<file path="src/rtl/bcd_pkg.sv">
package bcd_pkg;

    localparam int LANE_SCL  = 0;
    localparam int LANE_SDA  = 1;
    localparam int NUM_LANES = 2;

    typedef struct packed {
        logic start;
        logic stop;
        logic rise;
        logic fall;
    } bus_evt_t;

endpackage

</file>
<file path="src/rtl/bcd_sync.sv">
module bcd_sync #(
    parameter logic RST_VAL = 1'b1
) (
    input  logic clk,
    input  logic rst_n,
    input  logic din,
    output logic dout
);
    typedef struct packed {
        logic meta;
        logic stable;
    } sync_st_t;

    sync_st_t st_d, st_q;

    always_comb begin
        st_d        = st_q;
        st_d.meta   = din;
        st_d.stable = st_q.meta;
    end

    always_ff @(posedge clk or negedge rst_n) begin
        if (!rst_n) begin
            st_q <= '{meta: RST_VAL, stable: RST_VAL};
        end else begin
            st_q <= st_d;
        end
    end

    assign dout = st_q.stable;
endmodule

</file>
<file path="src/rtl/bcd_filter.sv">
module bcd_filter #(
    parameter int   FILT_CYCLES = 4,
    parameter logic RST_VAL     = 1'b1
) (
    input  logic clk,
    input  logic rst_n,
    input  logic din,
    output logic dout
);
    localparam int CW = (FILT_CYCLES > 1) ? $clog2(FILT_CYCLES) : 1;
    localparam logic [CW-1:0] LAST = CW'(FILT_CYCLES - 1);

    typedef struct packed {
        logic          lvl;
        logic [CW-1:0] cnt;
    } filt_st_t;

    filt_st_t st_d, st_q;

    always_comb begin
        st_d = st_q;
        if (din == st_q.lvl) begin
            st_d.cnt = '0;
        end else if (st_q.cnt == LAST) begin
            st_d.lvl = din;
            st_d.cnt = '0;
        end else begin
            st_d.cnt = st_q.cnt + 1'b1;
        end
    end

    always_ff @(posedge clk or negedge rst_n) begin
        if (!rst_n) begin
            st_q <= '{lvl: RST_VAL, cnt: '0};
        end else begin
            st_q <= st_d;
        end
    end

    assign dout = st_q.lvl;
endmodule

</file>
<file path="src/rtl/bcd_events.sv">
module bcd_events
    import bcd_pkg::*;
#(
    parameter int SETTLE_CYCLES = 7
) (
    input  logic     clk,
    input  logic     rst_n,
    input  logic     scl_lvl,
    input  logic     sda_lvl,
    output bus_evt_t evt
);
    localparam int SW = $clog2(SETTLE_CYCLES + 1);
    localparam logic [SW-1:0] SETTLE_END = SW'(SETTLE_CYCLES);

    typedef struct packed {
        logic          scl_p;
        logic          sda_p;
        logic [SW-1:0] settle;
        bus_evt_t      ev;
    } ev_st_t;

    ev_st_t st_d, st_q;
    logic   armed;
    logic   scl_steady;

    always_comb begin
        st_d       = st_q;
        armed      = (st_q.settle == SETTLE_END);
        scl_steady = scl_lvl & st_q.scl_p;

        st_d.ev.start = armed & scl_steady &  st_q.sda_p & ~sda_lvl;
        st_d.ev.stop  = armed & scl_steady & ~st_q.sda_p &  sda_lvl;
        st_d.ev.rise  = armed &  scl_lvl & ~st_q.scl_p;
        st_d.ev.fall  = armed & ~scl_lvl &  st_q.scl_p;

        st_d.scl_p = scl_lvl;
        st_d.sda_p = sda_lvl;
        if (!armed) begin
            st_d.settle = st_q.settle + 1'b1;
        end
    end

    always_ff @(posedge clk or negedge rst_n) begin
        if (!rst_n) begin
            st_q <= '{scl_p: 1'b1, sda_p: 1'b1, settle: '0, ev: '0};
        end else begin
            st_q <= st_d;
        end
    end

    assign evt = st_q.ev;
endmodule

</file>
<file path="src/rtl/bus_cond_detect.sv">
module bus_cond_detect
    import bcd_pkg::*;
#(
    parameter int FILT_CYCLES = 4
) (
    input  logic clk,
    input  logic rst_n,
    input  logic scl_in,
    input  logic sda_in,
    output logic start_pulse,
    output logic stop_pulse,
    output logic scl_f,
    output logic sda_f,
    output logic scl_rise,
    output logic scl_fall
);
    localparam int SETTLE_CYCLES = FILT_CYCLES + 3;

    logic [NUM_LANES-1:0] raw;
    logic [NUM_LANES-1:0] synced;
    logic [NUM_LANES-1:0] filt;
    bus_evt_t             evt;

    assign raw[LANE_SCL] = scl_in;
    assign raw[LANE_SDA] = sda_in;

    for (genvar g = 0; g < NUM_LANES; g++) begin : g_lane
        bcd_sync #(
            .RST_VAL (1'b1)
        ) u_sync (
            .clk   (clk),
            .rst_n (rst_n),
            .din   (raw[g]),
            .dout  (synced[g])
        );

        bcd_filter #(
            .FILT_CYCLES (FILT_CYCLES),
            .RST_VAL     (1'b1)
        ) u_filt (
            .clk   (clk),
            .rst_n (rst_n),
            .din   (synced[g]),
            .dout  (filt[g])
        );
    end

    bcd_events #(
        .SETTLE_CYCLES (SETTLE_CYCLES)
    ) u_events (
        .clk     (clk),
        .rst_n   (rst_n),
        .scl_lvl (filt[LANE_SCL]),
        .sda_lvl (filt[LANE_SDA]),
        .evt     (evt)
    );

    assign scl_f       = filt[LANE_SCL];
    assign sda_f       = filt[LANE_SDA];
    assign start_pulse = evt.start;
    assign stop_pulse  = evt.stop;
    assign scl_rise    = evt.rise;
    assign scl_fall    = evt.fall;
endmodule

</file>
<file path="config.mk">
export PLATFORM = sky130hd
export DESIGN_NAME = bus_cond_detect
export DESIGN_NICKNAME = d
export VERILOG_FILES = /design/src/rtl/bcd_pkg.sv /design/src/rtl/bcd_sync.sv /design/src/rtl/bcd_filter.sv /design/src/rtl/bcd_events.sv /design/src/rtl/bus_cond_detect.sv
export SDC_FILE = /design/constraint.sdc
export NUM_CORES = 1
export LEC_CHECK = 0
export ABC_AREA = 1
export CAP_MARGIN = 20
export CORE_UTILIZATION = 40
export CTS_CLUSTER_DIAMETER = 200
export DETAILED_ROUTE_END_ITERATION = 8
export PLACE_DENSITY = 0.73
export SLEW_MARGIN = 10
export SYNTH_ARGS = -nofsm -noshare
export SYNTH_HDL_FRONTEND = slang
export SYNTH_SLANG_ARGS = --single-unit
</file>
<file path="constraint.sdc">
create_clock -name clk -period 1.1 [get_ports clk]
set_input_delay 0.22 -clock clk [delete_from_list [all_inputs] [get_ports clk]]
set_output_delay 0.22 -clock clk [all_outputs]
set_load 0.01 [all_outputs]
</file>
After elaboration in Yosys (flattened, before gate mapping) --
Index checks and enable logic that the tools add are counted.
Operators by class: $add $sub $neg 3, equal/unequal tests 5, multiplexer cells 4, bitwise gates (word level) 16, reductions and logical operators 2
Operators with widths (count):
- bitwise AND 1 bit | 10
- 2-to-1 mux 2 bit | 4
- NOT 1 bit | 6
- adder 2 x 1 -> 2 bit (second input constant) | 2
- == test 2 bit (second input constant) | 2
- AND reduction 2 bit | 2
- adder 3 x 1 -> 3 bit (second input constant) | 1
- == test 3 bit (second input constant) | 1
- == test 1 bit | 2
Storage, ports and cells: bits in registers 19, output and inout port bits 6

Logic depth before layout (Yosys ltp) --
word-level depth 4, gate-level depth with buffers 5

By module --
Synthesis repeated with hierarchy kept, for this count alone.
Second synthesis, totals: cells, all modules 71, area, all modules 744.5 um^2
Modules (own cells, without submodules):
- bcd_events | instances 1, cells each 37, area each 371.6 um^2, sequential area each 227.7 um^2
- bcd_filter | instances 2, cells each 15, area each 133.9 um^2, sequential area each 76.3 um^2
- bcd_sync | instances 2, cells each 2, area each 52.6 um^2, sequential area each 52.6 um^2

Worst setup path after synthesis --
OpenSTA, ideal clock, no wires.
path kind reg2reg, from register u_events.st_q[4] (netlist name), to register u_events.st_q[4] (netlist name), data arrival time 0.942 ns, required time 0.973 ns, slack 0.031 ns, stages on the path, launching flop included 4, cell sequence dfrtp_1 ha_1 ha_1 xnor2_1
Between the ends: cells in the longest elaborated chain, start to end 1, elaborated cells between the ends (all ways) 2
Ends and longest elaborated chain:
- start: declaration | line bcd_events.sv:22 | ev_st_t st_d, st_q;
- start signal: assignment | line bcd_events.sv:45 | st_q <= '{scl_p: 1'b1, sda_p: 1'b1, settle: '0, ev: '0};
- start signal: assignment | line bcd_events.sv:47 | st_q <= st_d;
- adder 3 x 1 -> 3 bit or == test 3 bit (tied branches) | line bcd_events.sv:39, bcd_events.sv:28
Several ways; a longest one is shown, not always the timed one. A chain may end at the register's enable or synchronous reset.

Worst setup path in the final report --
from register g_lane[1].u_filt.st_q, in the netlist g_lane[1].u_filt.dout, to output port sda_f
RTL lines:
- start: declaration | line bcd_filter.sv:18 | filt_st_t st_d, st_q;
- start signal: assignment | line bcd_filter.sv:34 | st_q <= '{lvl: RST_VAL, cnt: '0};
- start signal: assignment | line bcd_filter.sv:36 | st_q <= st_d;
- end: declaration | line bus_cond_detect.sv:13 | output logic sda_f,
No word-level cell between the ends.

==> metrics.cfg <==
[worst_setup_path]
required_ns=0.88
start_kind=register
crit_chain=buf_6
critical_path_class=reg -> out
cpPeakStageDelay_ns=0.55
slowest_stage=dfstp_2
path_depth=1
r2r_cells=4
ff2ff_setup_slack_ns=0.08
reg2reg_from=u_events.st_q[4]
path_max_fanout=2
cp.arrival_ns=0.94
r2r-end=u_events.evt[3]
path_buf_inv=1
endpoint_kind=primary output
critPathTopFamily=flip-flops

[timing]
worstMarginPinSlew_ns=0.1644
setup_slack_ns=-0.05788
fin_crit_ns=1.158
slew_headroom_pct=88.92
hold_viol_final=0
rsz0062_at_grt=true
post-route-period-util_pct=105.3
clock.fmax_mhz=863.6
skew_ns=0.001238
slew_violations=0
setup_viol=2

[power]
p_total_uw=1854
comb_power_share_pct=28.0
p_per_area_nw_per_um2=2090
power.share.clock_pct=18.3
vdd_ir_drop_max_uv=1421
power.share.switching_pct=29.19
internal_power_uw=1313
sequentialPowerShare_pct=53.7
p_leak_uw=0.0004460
p_switching_uw=541.3

[route]
routed_wl_um=922
via_per_inst=4.516
wl_per_cell_um=9.705
drtPass1Iterations=6
drt_iter0_drc=8
ant_nets=0
dr_total_vias=429
drc=0

[grt]
grt_start_max_net_pins=20
grt_pass1_vias=375
grt-ovfl-total=0
grt_pass1_wl_um=1621
antenna_found_initial=0
grt_util_all_layers_pct=12.64

[floorplanning]
start_util_pct=44.52
dieArea_sq_um=1926
boundaryPins=10
rows=14
die_h_um=43.89
die_w_um=43.89
core_sq_um=1577

[place]
post_dp_cell_area_sq_um=854.6
pre_cts_slack_ns=-0.1623
place_congestion=0.6951
dp_hpwl_um=668.9
portBuffers=9

[clock_network]
ctsLongestPathBuffers=2
cts_root_buf=clkbuf_4
h-tree-depth=1
cts_sinks=19
clk_latency_ns=0.29
cts_tree=done
cts_buffers=3
path_clk_slew_ns=0.10

[final_layout]
final_util_pct=56.27
area_growth_pct=26.38
final_area_sq_um=887.1
antenna_cells=0
final_nets=88
drive_gt1_share_pct=34.18

[synthesis]
syn_area_per_cell_sq_um=11.32
synth-seq-cells=19
syn_inst=62
synthArstFlopShare_pct=100.0
synth_warnings=0
synth_edf_count=0
syn_nets=70
synthFlopType=dfrtp_1
yosys.area.top_type=dfrtp_1
ys_top_cells_by_count=17 x nand2_1, 11 x dfrtp_1, 8 x dfstp_2, 7 x inv_1, 7 x nor2_1
yosys.area.top_type_share_pct=39.22
yosysUniqueCellTypes=13
syn-cell-area_sq_um=701.9
synth.area.top_cells=dfrtp_1 39%, dfstp_2 30%, nand2_1 9.1%
seq_area_frac_synth_pct=69.16
synth_most_common_cell=nand2_1

[run]
cap_viol_max_count=0

[outcome]
status=finished with violations
violations=negative setup slack

[min_path]
hold_class=in -> async

repair_timing:
action                     CTS  global route
hold buffers                 0             0
setup buffers                0             0
gates resized for setup     27             3
setup endpoints to repair   12             8
worst max-delay path by stage:
stage / start / slack (ns) / to
floorplan: u_events.st_q[4] / 0.03 / u_events.st_q[4]
global placement: g_lane[1].u_filt.dout / -0.15 / sda_f
detailed placement: g_lane[1].u_filt.dout / -0.16 / sda_f
CTS: g_lane[1].u_filt.dout / -0.08 / sda_f
global route: g_lane[1].u_filt.dout / -0.10 / sda_f
finish: g_lane[1].u_filt.dout / -0.06 / sda_f
stage by stage:
| step | TNS [ns] | std cells | hold WS [ns] |
|---|---|---|---|
| 2_1_floorplan | 0 | 62 | -0.07559 |
| 3_3_place_gp | -0.3179 | 91 | 0.3458 |
| 4_1_cts | -0.1453 | 95 | 0.2426 |
| 3_5_place_dp | -0.4104 | 91 | 0.3505 |
| 5_1_grt | -0.2092 | 95 | 0.2346 |
| 6_report | -0.1116 | 95 | 0.2484 |
placed cells by master, fill, tap and decap left out, types with 2 or more instances in the layout:
cell type / n
buf_6: 2
clkdlybuf4s50_1: 3
buf_4: 3
o21ai_0: 2
ha_1: 2
dfstp_2: 8
inv_1: 7
nor2_1: 7
buf_2: 4
dfrtp_1: 11
clkbuf_4: 3
nand2_1: 17
logic make-up after synthesis:
logic type / share of synthesized area, %
buf+inv: 4.278
simple gates: 16.76
compound gates: 1.426
fa+ha+maj: 7.130
flops: 69.16
xor+xnor: 1.248
layout make-up:
class,instances,area [sq um]
multi-input combinational,35,209.0
inverter,8,30.03
sequential,19,485.5
clock inverter,1,5.005
clock buffer,3,22.52
fill,142,689.4
tap,16,20.02
timing repair buffer,13,115.1
registers in the layout (all words and copies together), names as in the netlist:
name,flops
g_lane.u_filt.dout,2
g_lane.u_sync.st_d,2
u_events.evt,4
u_events.st_q,5
g_lane.u_filt.st_q,4
g_lane.u_sync.dout,2
metal layers:
metal,vias to the layer above,GRT usage (%),routed length [um]
li1,222,-,-
met5,-,0,0
met1,195,16.21,432
met4,0,12.73,18
met2,10,16.12,421
met3,2,4.167,49
power groups by stage:
| stage | Combinational, uW | Sequential (uW) | Clock, uW |
|---|---|---|---|
| 2_1_floorplan | 234 | 1060 | 0 |
| 3_3_place_gp | 551 | 997 | 0 |
| 3_5_place_dp | 565 | 1010 | 0 |
| 4_1_cts | 535 | 998 | 359 |
| 5_1_grt | 614 | 1010 | 394 |
| 6_report | 519 | 995 | 339 |
Note: power is estimated with default switching activity, not from simulation.
